### src/rtl/ipi_router_pkg.sv
package ipi_router_pkg;
  localparam logic [2:0] DLV_LOWEST = 3'b001;
  localparam logic [3:0] FMT_FLAT    = 4'hF;
  localparam logic [3:0] FMT_CLUSTER = 4'h0;
endpackage

### src/rtl/ipi_logic_match.sv
module ipi_logic_match #(
  parameter int ID_W = 8
) (
  input  logic [ID_W-1:0] ldr_i,
  input  logic [3:0]      fmt_i,
  input  logic [ID_W-1:0] dest_i,
  output logic            hit_o,
  output logic            bad_fmt_o
);
  import ipi_router_pkg::*;
  localparam int HALF = ID_W / 2;

  always_comb begin
    hit_o     = 1'b0;
    bad_fmt_o = 1'b0;
    unique case (fmt_i)
      FMT_FLAT:    hit_o = |(ldr_i & dest_i);
      FMT_CLUSTER: hit_o = (ldr_i[ID_W-1:HALF] == dest_i[ID_W-1:HALF]) &&
                           |(ldr_i[HALF-1:0] & dest_i[HALF-1:0]);
      default:     bad_fmt_o = 1'b1;
    endcase
  end
endmodule

### src/rtl/ipi_min_pick.sv
module ipi_min_pick #(
  parameter int N      = 4,
  parameter int PRIO_W = 8
) (
  input  logic [N-1:0]        req_i,
  input  logic [N*PRIO_W-1:0] prio_i,
  output logic [N-1:0]        grant_o
);
  always_comb begin
    logic              found;
    logic [PRIO_W-1:0] best;
    found   = 1'b0;
    best    = '0;
    grant_o = '0;
    for (int i = 0; i < N; i++) begin
      // strict compare keeps the lower index on ties
      if (req_i[i] && (!found || prio_i[i*PRIO_W +: PRIO_W] < best)) begin
        found   = 1'b1;
        best    = prio_i[i*PRIO_W +: PRIO_W];
        grant_o = '0;
        grant_o[i] = 1'b1;
      end
    end
  end
endmodule

### src/rtl/ipi_router.sv
module ipi_router #(
  parameter int N      = 4,
  parameter int ID_W   = 8,
  parameter int PRIO_W = 8,
  parameter int VEC_W  = 8,
  localparam int IDX_W = (N > 1) ? $clog2(N) : 1
) (
  input  logic                clk_i,
  input  logic                rst_ni,
  input  logic                cmd_valid_i,
  input  logic [ID_W-1:0]     cmd_dest_i,
  input  logic                cmd_logical_i,
  input  logic [2:0]          cmd_dlv_mode_i,
  input  logic [VEC_W-1:0]    cmd_vector_i,
  input  logic                cmd_self_i,
  input  logic [IDX_W-1:0]    src_unit_i,
  input  logic [N*ID_W-1:0]   unit_id_i,
  input  logic [N*ID_W-1:0]   unit_ldr_i,
  input  logic [N*4-1:0]      unit_fmt_i,
  input  logic [N*PRIO_W-1:0] unit_prio_i,
  output logic                done_o,
  output logic [N-1:0]        mask_o,
  output logic [VEC_W-1:0]    vector_o,
  output logic [2:0]          dlv_mode_o,
  output logic                phys_err_o,
  output logic                fmt_err_o
);
  import ipi_router_pkg::*;

  logic [N-1:0] log_hit, bad_fmt, phys_hit, self_hot;
  logic [N-1:0] phys_grant, low_grant;

  for (genvar g = 0; g < N; g++) begin : g_unit
    ipi_logic_match #(.ID_W(ID_W)) match_i (
      .ldr_i     (unit_ldr_i[g*ID_W +: ID_W]),
      .fmt_i     (unit_fmt_i[g*4 +: 4]),
      .dest_i    (cmd_dest_i),
      .hit_o     (log_hit[g]),
      .bad_fmt_o (bad_fmt[g])
    );
    assign phys_hit[g] = (unit_id_i[g*ID_W +: ID_W] == cmd_dest_i);
    assign self_hot[g] = (src_unit_i == IDX_W'(g));
  end

  // equal priorities reduce the picker to a lowest-index selector
  ipi_min_pick #(.N(N), .PRIO_W(1)) phys_pick_i (
    .req_i   (phys_hit),
    .prio_i  ('0),
    .grant_o (phys_grant)
  );

  ipi_min_pick #(.N(N), .PRIO_W(PRIO_W)) low_pick_i (
    .req_i   (log_hit),
    .prio_i  (unit_prio_i),
    .grant_o (low_grant)
  );

  logic [N-1:0] mask_d;
  logic         perr_d, ferr_d;

  always_comb begin
    mask_d = '0;
    perr_d = 1'b0;
    ferr_d = 1'b0;
    if (cmd_self_i) begin
      mask_d = self_hot;
    end else if (!cmd_logical_i) begin
      mask_d = phys_grant;
      perr_d = ~|phys_hit;
    end else if (|bad_fmt) begin
      ferr_d = 1'b1;
    end else if (cmd_dlv_mode_i == DLV_LOWEST) begin
      mask_d = low_grant;
    end else begin
      mask_d = log_hit;
    end
  end

  always_ff @(posedge clk_i or negedge rst_ni) begin
    if (!rst_ni) begin
      done_o     <= 1'b0;
      mask_o     <= '0;
      phys_err_o <= 1'b0;
      fmt_err_o  <= 1'b0;
      vector_o   <= '0;
      dlv_mode_o <= '0;
    end else begin
      done_o <= cmd_valid_i;
      if (cmd_valid_i) begin
        mask_o     <= mask_d;
        phys_err_o <= perr_d;
        fmt_err_o  <= ferr_d;
        vector_o   <= cmd_vector_i;
        dlv_mode_o <= cmd_dlv_mode_i;
      end else begin
        mask_o     <= '0;
        phys_err_o <= 1'b0;
        fmt_err_o  <= 1'b0;
      end
    end
  end
endmodule

### config.mk
export PLATFORM = sky130hd
export DESIGN_NAME = ipi_router
export DESIGN_NICKNAME = d
export VERILOG_FILES = /design/src/rtl/ipi_router_pkg.sv /design/src/rtl/ipi_logic_match.sv /design/src/rtl/ipi_min_pick.sv /design/src/rtl/ipi_router.sv
export SDC_FILE = /design/constraint.sdc
export NUM_CORES = 1
export LEC_CHECK = 0
export BUFFER_PORTS_ARGS = -buffer_cell sky130_fd_sc_hd__buf_2
export CELL_PAD_IN_SITES_DETAIL_PLACEMENT = 1
export CELL_PAD_IN_SITES_GLOBAL_PLACEMENT = 1
export CORE_MARGIN = 2
export CORE_UTILIZATION = 31
export CTS_BUF_LIST = sky130_fd_sc_hd__clkbuf_2 sky130_fd_sc_hd__clkbuf_4 sky130_fd_sc_hd__clkbuf_8
export DETAILED_ROUTE_END_ITERATION = 10
export PLACE_DENSITY_LB_ADDON = 0.1
export SLEW_MARGIN = 20
export SYNTH_ARGS = -nofsm -noshare
export SYNTH_HDL_FRONTEND = slang
export SYNTH_SLANG_ARGS = --single-unit
### constraint.sdc
create_clock -name clk_i -period 0.8 [get_ports clk_i]
set_input_delay 0.08 -clock clk_i [delete_from_list [all_inputs] [get_ports clk_i]]
set_output_delay 0.08 -clock clk_i [all_outputs]
set_load 0.02 [all_outputs]
# Word-level counts from Yosys, hierarchy flattened
# Cells that the tools add are included.
op_classes:
  muxes: 37
  bitwise_logic: 8
  n_reduce_logical: 39
  n_eq_ne: 16
  n_lt_le_gt_ge: 3
op_table:
  columns: ["operator", "n"]
  rows:
  - ["$mux W4", 11]
  - ["$and A8 B8 Y8", 4]
  - ["$eq A8 B8 Y1", 4]
  - ["$reduce_or A8 Y1", 4]
  - ["$lt A8 B8 Y1", 3]
  - ["$mux W8", 3]
  - ["$reduce_or A4 Y1", 6]
  - ["$mux W1", 19]
  - ["$and A4 B4 Y4", 4]
  - ["$eq A4 B4 Y1", 4]
  - ["$eq A4 B4 Y1 const B", 4]
  - ["$logic_not A4 Y1", 4]
  - ["$logic_and A1 B1 Y1", 10]
  - ["$pmux W1 S2", 4]
  - ["$reduce_or A2 Y1", 4]
  - ["$logic_not A1 Y1", 7]
  - ["$eq A2 B2 Y1 const B", 2]
  - ["$eq A3 B1 Y1 const B", 1]
  - ["$logic_or A1 B1 Y1", 3]
  - ["$eq A2 B1 Y1 const B", 1]
  - ["$logic_not A2 Y1", 1]
word_totals:
  register_bits: 18
  out_inout_bits: 18
  word_cells: 109
  in_bits: 138

# Depth between registers and ports, before layout
depth:
  ltp_word: 22
  ltp_mapped: 29
  mapped_depth_nobuf: 27

# By module
# A second synthesis with hierarchy kept.
hier_totals:
  cells_unflattened: 301
  area_unflattened_um2: 2698.8
by_module_without_submodules:
  columns: ["mod", "area_per_inst_um2", "n_inst", "cells_per_inst"]
  rows:
  - ["ipi_router", 1169.9, 1, 115]
  - ["ipi_min_pick (low_pick_i)", 899.6, 1, 111]
  - ["ipi_logic_match", 123.9, 4, 14]
  - ["ipi_min_pick (phys_pick_i)", 133.9, 1, 19]

# Worst setup path after synthesis
# No wires, ideal clock.
synth_timing:
  path_type: "input port to flip-flop"
  start: "input port cmd_dest_i[5]"
  end: "register mask_o[2]"
  path_buffers: 2
  setup_ps: 120
  required_time_ps: 680
  stages: 27
  path_slack_ps: -5459
  arrival_ps: 6139
  path_cell_list: "ha_1 -> or4_1 -> a211o_1 -> a21oi_2 -> buf_6 -> nand2_1 -> ha_1 -> a21o_1 -> a211oi_1 -> o21bai_1 -> a21oi_2 -> clkbuf_1 -> a21oi_1 -> ha_1 -> a2111o_1 -> nor2_1 -> nand2_1 -> o21ai_2 -> mux2_1 -> ha_1 -> a21o_1 -> a21o_1 -> a21o_1 -> a2111oi_2 -> o21ai_0 -> o21a_1 -> o211a_1"
synth_via:
  elab_chain_cells: 21
  elab_cells_between_ends: 60
  classes_between: "order compare (3); eq/ne (8); mux (22); bitwise (4); reduce/logical (23)"
synth_lines:
  columns: ["element", "line", "source"]
  rows:
  - ["start: declaration", "ipi_router.sv:11", "input logic [ID_W-1:0] cmd_dest_i,"]
  - ["$and A8 B8 Y8 / $eq A4 B4 Y1 (equally long branches)", "ipi_logic_match.sv:17, ipi_logic_match.sv:18", null]
  - ["$reduce_or A8 Y1 / $logic_and A1 B1 Y1 (equally long branches)", "ipi_logic_match.sv:17, ipi_logic_match.sv:18", null]
  - ["$pmux W1 S2", "ipi_logic_match.sv:16", "unique case (fmt_i)"]
  - ["$mux W8 / $mux W1 (equally long branches)", "ipi_min_pick.sv:17", "if (req_i[i] && (!found || prio_i[i*PRIO_W +: PRIO_W] < best)) begin"]
  - ["$lt A8 B8 Y1 / $logic_not A1 Y1 (equally long branches)", "ipi_min_pick.sv:17", null]
  - ["$logic_or A1 B1 Y1", "ipi_min_pick.sv:17", null]
  - ["$logic_and A1 B1 Y1", "ipi_min_pick.sv:17", null]
  - ["$mux W8 / $mux W1 (equally long branches)", "ipi_min_pick.sv:17", null]
  - ["[5 not listed]", null, null]
  - ["$logic_or A1 B1 Y1", "ipi_min_pick.sv:17", null]
  - ["$logic_and A1 B1 Y1", "ipi_min_pick.sv:17", null]
  - ["$mux W4", "ipi_min_pick.sv:17", null]
  - ["$mux W4", "ipi_router.sv:72", "end else if (cmd_dlv_mode_i == DLV_LOWEST) begin"]
  - ["$mux W4", "ipi_router.sv:70", "end else if (|bad_fmt) begin"]
  - ["$mux W4 (*)", "ipi_router.sv:67", "end else if (!cmd_logical_i) begin"]
  - ["$mux W4 (*)", "ipi_router.sv:65", "if (cmd_self_i) begin"]
  - ["$mux W4 (*)", "ipi_router.sv:89", "if (cmd_valid_i) begin"]
  - ["end signal: assignment", "ipi_router.sv:90", "mask_o <= mask_d;"]
  - ["end: declaration", "ipi_router.sv:22", "output logic [N-1:0] mask_o,"]
# Mark *: on every way between the ends. The rest lies on a longest branch, timed or not.
# A chain may end at the register's enable or synchronous reset.

# Worst setup path in the final report
layout_timing:
  start: "input port unit_ldr_i[6]"
  end: "register mask_o[2]"
layout_via:
  elab_chain_cells: 21
  elab_cells_between_ends: 30
  classes_between: "order compare (3); eq/ne (1); mux (14); bitwise (1); reduce/logical (11)"
layout_lines:
  columns: ["element", "line", "source"]
  rows:
  - ["start: declaration", "ipi_router.sv:18", "input logic [N*ID_W-1:0] unit_ldr_i,"]
  - ["$and A8 B8 Y8 / $eq A4 B4 Y1 (equally long branches)", "ipi_logic_match.sv:17, ipi_logic_match.sv:18", null]
  - ["$reduce_or A8 Y1 / $logic_and A1 B1 Y1 (equally long branches)", "ipi_logic_match.sv:17, ipi_logic_match.sv:18", null]
  - ["$pmux W1 S2 (*)", "ipi_logic_match.sv:16", null]
  - ["$mux W8 / $mux W1 (equally long branches)", "ipi_min_pick.sv:17", null]
  - ["$lt A8 B8 Y1 / $logic_not A1 Y1 (equally long branches)", "ipi_min_pick.sv:17", null]
  - ["$logic_or A1 B1 Y1", "ipi_min_pick.sv:17", null]
  - ["$logic_and A1 B1 Y1", "ipi_min_pick.sv:17", null]
  - ["$mux W8 / $mux W1 (equally long branches)", "ipi_min_pick.sv:17", null]
  - ["[5 not listed]", null, null]
  - ["$logic_or A1 B1 Y1", "ipi_min_pick.sv:17", null]
  - ["$logic_and A1 B1 Y1", "ipi_min_pick.sv:17", null]
  - ["$mux W4 (*)", "ipi_min_pick.sv:17", null]
  - ["$mux W4 (*)", "ipi_router.sv:72", null]
  - ["$mux W4 (*)", "ipi_router.sv:70", null]
  - ["$mux W4 (*)", "ipi_router.sv:67", null]
  - ["$mux W4 (*)", "ipi_router.sv:65", null]
  - ["$mux W4 (*)", "ipi_router.sv:89", null]
# Marked as above.

==> impl_metrics.py <==
metrics = {
    "timing": {
        "slew_violations": 0,
        "setup_total_negative_slack_ns": -21.51,
        "grt_setup_unrepaired": "true",
        "finalSetupViolCount": 24,
        "worstMarginPinSlew_ns": 0.384,
        "finalWorstSetupSlack_ns": -5.00,
        "period_needed_ns": 5.80,
        "final.setup_skew_ns": 0,
        "maxSlewHeadroom_pct": 74.2,
        "timing.final.hold_violations": 0,
        "final_min_period_over_clock_period_pct": 725,
        "max_clock_freq_ghz": 0.172,
    },
    "finish": {
        "final_cell_mix": "buf_2, buf_4, buf_6, ha_1, xnor2_1",
        "post-route-util_pct": 60.9,
        "finalNetCount": 700,
        "drive_gt1_share_pct": 64.5,
        "final_common_cell": "buf_2",
        "diodes": 0,
        "area_growth_syn_to_layout_pct": 89.5,
    },
    "route": {
        "number_of_violations_reported_at_the_end_of_detailed_routing_iteration_0": 42,
        "drc_errors": 0,
        "detailedRoute.firstPassIterationCount": 4,
        "wl_um": 10300,
        "via_per_inst": 5.04,
        "route.vias.total": 3152,
        "detail_route.wl_per_cell_um": 16.5,
        "detail-route-antenna-nets": 0,
    },
    "yosys": {
        "synth_ff_type": "dfrtp_1",
        "synth.net_count": 460,
        "yosys.cell_types.count": 53,
        "post_synthesis_async_set_or_reset_flop_share_pct": 100,
        "synth_area_per_cell_um2": 8.76,
        "synth-edff-count": 0,
        "synth_area_um2": 2500,
        "number_of_register_bits_inferred_by_synthesis": 18,
        "post_synthesis_cells": 285,
        "synth-seq-area-share_pct": 18.0,
        "count_of_yosys_warnings_during_synthesis": 0,
    },
    "global_route": {
        "groute.layer.met3.usage_pct": 1.52,
        "grt_first_pass_wirelength_um": 16400,
        "globalRouteOverflowTotal": 0,
        "globalRoute.busiestLayer": "met2",
        "maximum_number_of_pins_on_one_net_before_global_route_repair": 19,
        "grt_pass1_vias": 3532,
        "grt_use_total_pct": 23.3,
        "antenna_found_initial": 0,
        "grtUsageMet2_pct": 45.2,
        "grt.met1_usage_pct": 28.8,
    },
    "critical_path": {
        "critical_path.top_delay_family": "compound AO/OA/AOI/OAI gates",
        "cp-start-kind": "input port",
        "path_buf_inv": 5,
        "crit_path_capture_type": "flop",
        "cp.arrival_ns": 5.93,
        "worst_ep_required_time_ns": 0.93,
        "cp_slowest_cell": "or4_4",
        "crit_path_frequent_cell": "ha_4",
        "worst_path_largest_cell_delay_ns": 0.53,
        "crit_fanout": 8,
        "worst-setup-path-type": "input port to flop",
    },
    "cts": {
        "cts.root.buffer_cell": "clkbuf_8",
        "cts_buffer_depth": 2,
        "tritoncts": "built",
        "htreeDepth": 1,
        "tritoncts.num_buffers": 3,
        "clock_insertion_delay_worst_skew_ns": 0.25,
        "cts.clk_slew.worst_paths_ns": 0.07,
        "clock-sinks": 18,
    },
    "hold_path": {
        "holdCritPathClass": "input port to flop",
    },
    "die": {
        "initial_utilization_pct": 32.1,
        "die_w_um": 93.7,
        "die_area_um2": 8790,
        "rows": 32,
        "i_o_pins": 156,
        "core_area_um2": 7770,
        "die_h_um": 93.7,
    },
    "placement": {
        "port_buf_inserts": 155,
        "finalWeightedCongestion": 0.858,
        "detailedPlacementHpwl_um": 8620,
    },
    "power_and_ir_drop": {
        "power_density_nw_per_um2": 805,
        "totalPowerFinal_mw": 3.81,
        "power.leakage_nw": 2.18,
        "max-vdd-ir-drop_v": 0.000488,
    },
    "run_status": {
        "violations_in_the_final_reports": "setup timing",
        "outcome": "complete, but fails checks",
    },
    "job": {
        "max_cap_violations": 0,
    },
}
## layer usage
layer / wire [um] / share of wire [%]
met1: 4380 / 42
met2: 5540 / 54
met3: 339 / 3.3
met4: 73 / 0.71
met5: 0 / 0
## final cells by class
class	count	area, um^2
clock buffers	4	48.8
inverters	10	37.5
repair buffers	244	1660
multi-input cells	248	2390
flip-flops and latches	18	464
well taps	102	128
fillers	941	3040
## cells in the mapped netlist, drive strengths merged (2+ instances only)
cell      n  area, um^2
a2111oi   2        23.8
a211o     2        17.5
a211oi    3        22.5
a21boi    2        15.0
a21o      6        46.3
a21oi    24         128
a22o      2        17.5
a22oi     8        60.1
and3      2        12.5
and4      3        26.3
clkbuf    8        30.0
dfrtp    18         450
ha       37         463
inv      10        37.5
mux2     18         203
nand2    21        78.8
nand2b    3        18.8
nand3     3        15.0
nand4     9        56.3
nor2     11        41.3
nor3      7        35.0
nor3b     2        15.0
nor4      9        56.3
nor4b     2        17.5
o211ai    3        22.5
o21a      3        22.5
o21ai     9        48.8
o21bai    3        26.3
o31ai     3        22.5
o32ai     2        25.0
or3       2        12.5
or4       6        48.8
xnor2    18         158
xor2     14         123
## final timing paths
check,from,endpoint,slack [ns],cells past startpoint
worst min register to register,vector_o[5],vector_o[5],0.53,1
worst max-delay path,unit_ldr_i[6],mask_o[2],-5.00,32
max in group asynchronous,rst_ni,vector_o[4],0.20,2
worst min-delay path,cmd_vector_i[1],vector_o[1],0.05,2
worst max register to register,dlv_mode_o[0],dlv_mode_o[0],0.01,1
min in group asynchronous,rst_ni,mask_o[0],0.29,2
## through the flow
stage / hold WS [ns] / cell area (um^2) / setup slack, ns / std cells
after global placement: 0.0287 / 4200 / -5.33 / 612
after CTS: 0.0493 / 4670 / -4.91 / 623
final: 0.0549 / 4730 / -5.00 / 626
after detailed placement: 0.0343 / 4200 / -5.65 / 612
after global routing: 0.0628 / 4730 / -5.25 / 626
after floorplan: -0.216 / 2740 / -5.10 / 285
## what timing repair did
action                                  in CTS  in global routing
gates cloned                                 1                  0
endpoints found under the setup margin      24                 26
endpoints found under the hold margin       18                  0
pin swaps                                   22                  8
buffers inserted                             5                  4
hold buffers                                 1                  0
resized for setup                           83                 11
## kinds of logic (layout without fill, tap and decap cells)
kind of cell | count (synthesis) | after routing | share of synthesized area (%)
simple gates | 83 | 83 | 18.4
compound gates | 78 | 78 | 22.5
fa+ha+maj | 37 | 37 | 18.5
xor+xnor | 32 | 32 | 11.2
buf+inv | 19 | 258 | 3.16
mux | 18 | 18 | 8.12
flops | 18 | 18 | 18.0
## registers in the layout, summed over array words and instances, names as in the netlist
name	cells
phys_err_o	1
mask_o	4
dlv_mode_o	3
fmt_err_o	1
vector_o	8
done_o	1
## where the power goes
part | leakage (nW) | switching [mW] | internal (mW)
registers | 0.210 | 0.0449 | 0.992
clock network | 0.0262 | 0.287 | 0.387
logic | 1.95 | 0.958 | 1.14
total | 2.18 | 1.29 | 2.52
Note: power is estimated with default switching activity, not from simulation.
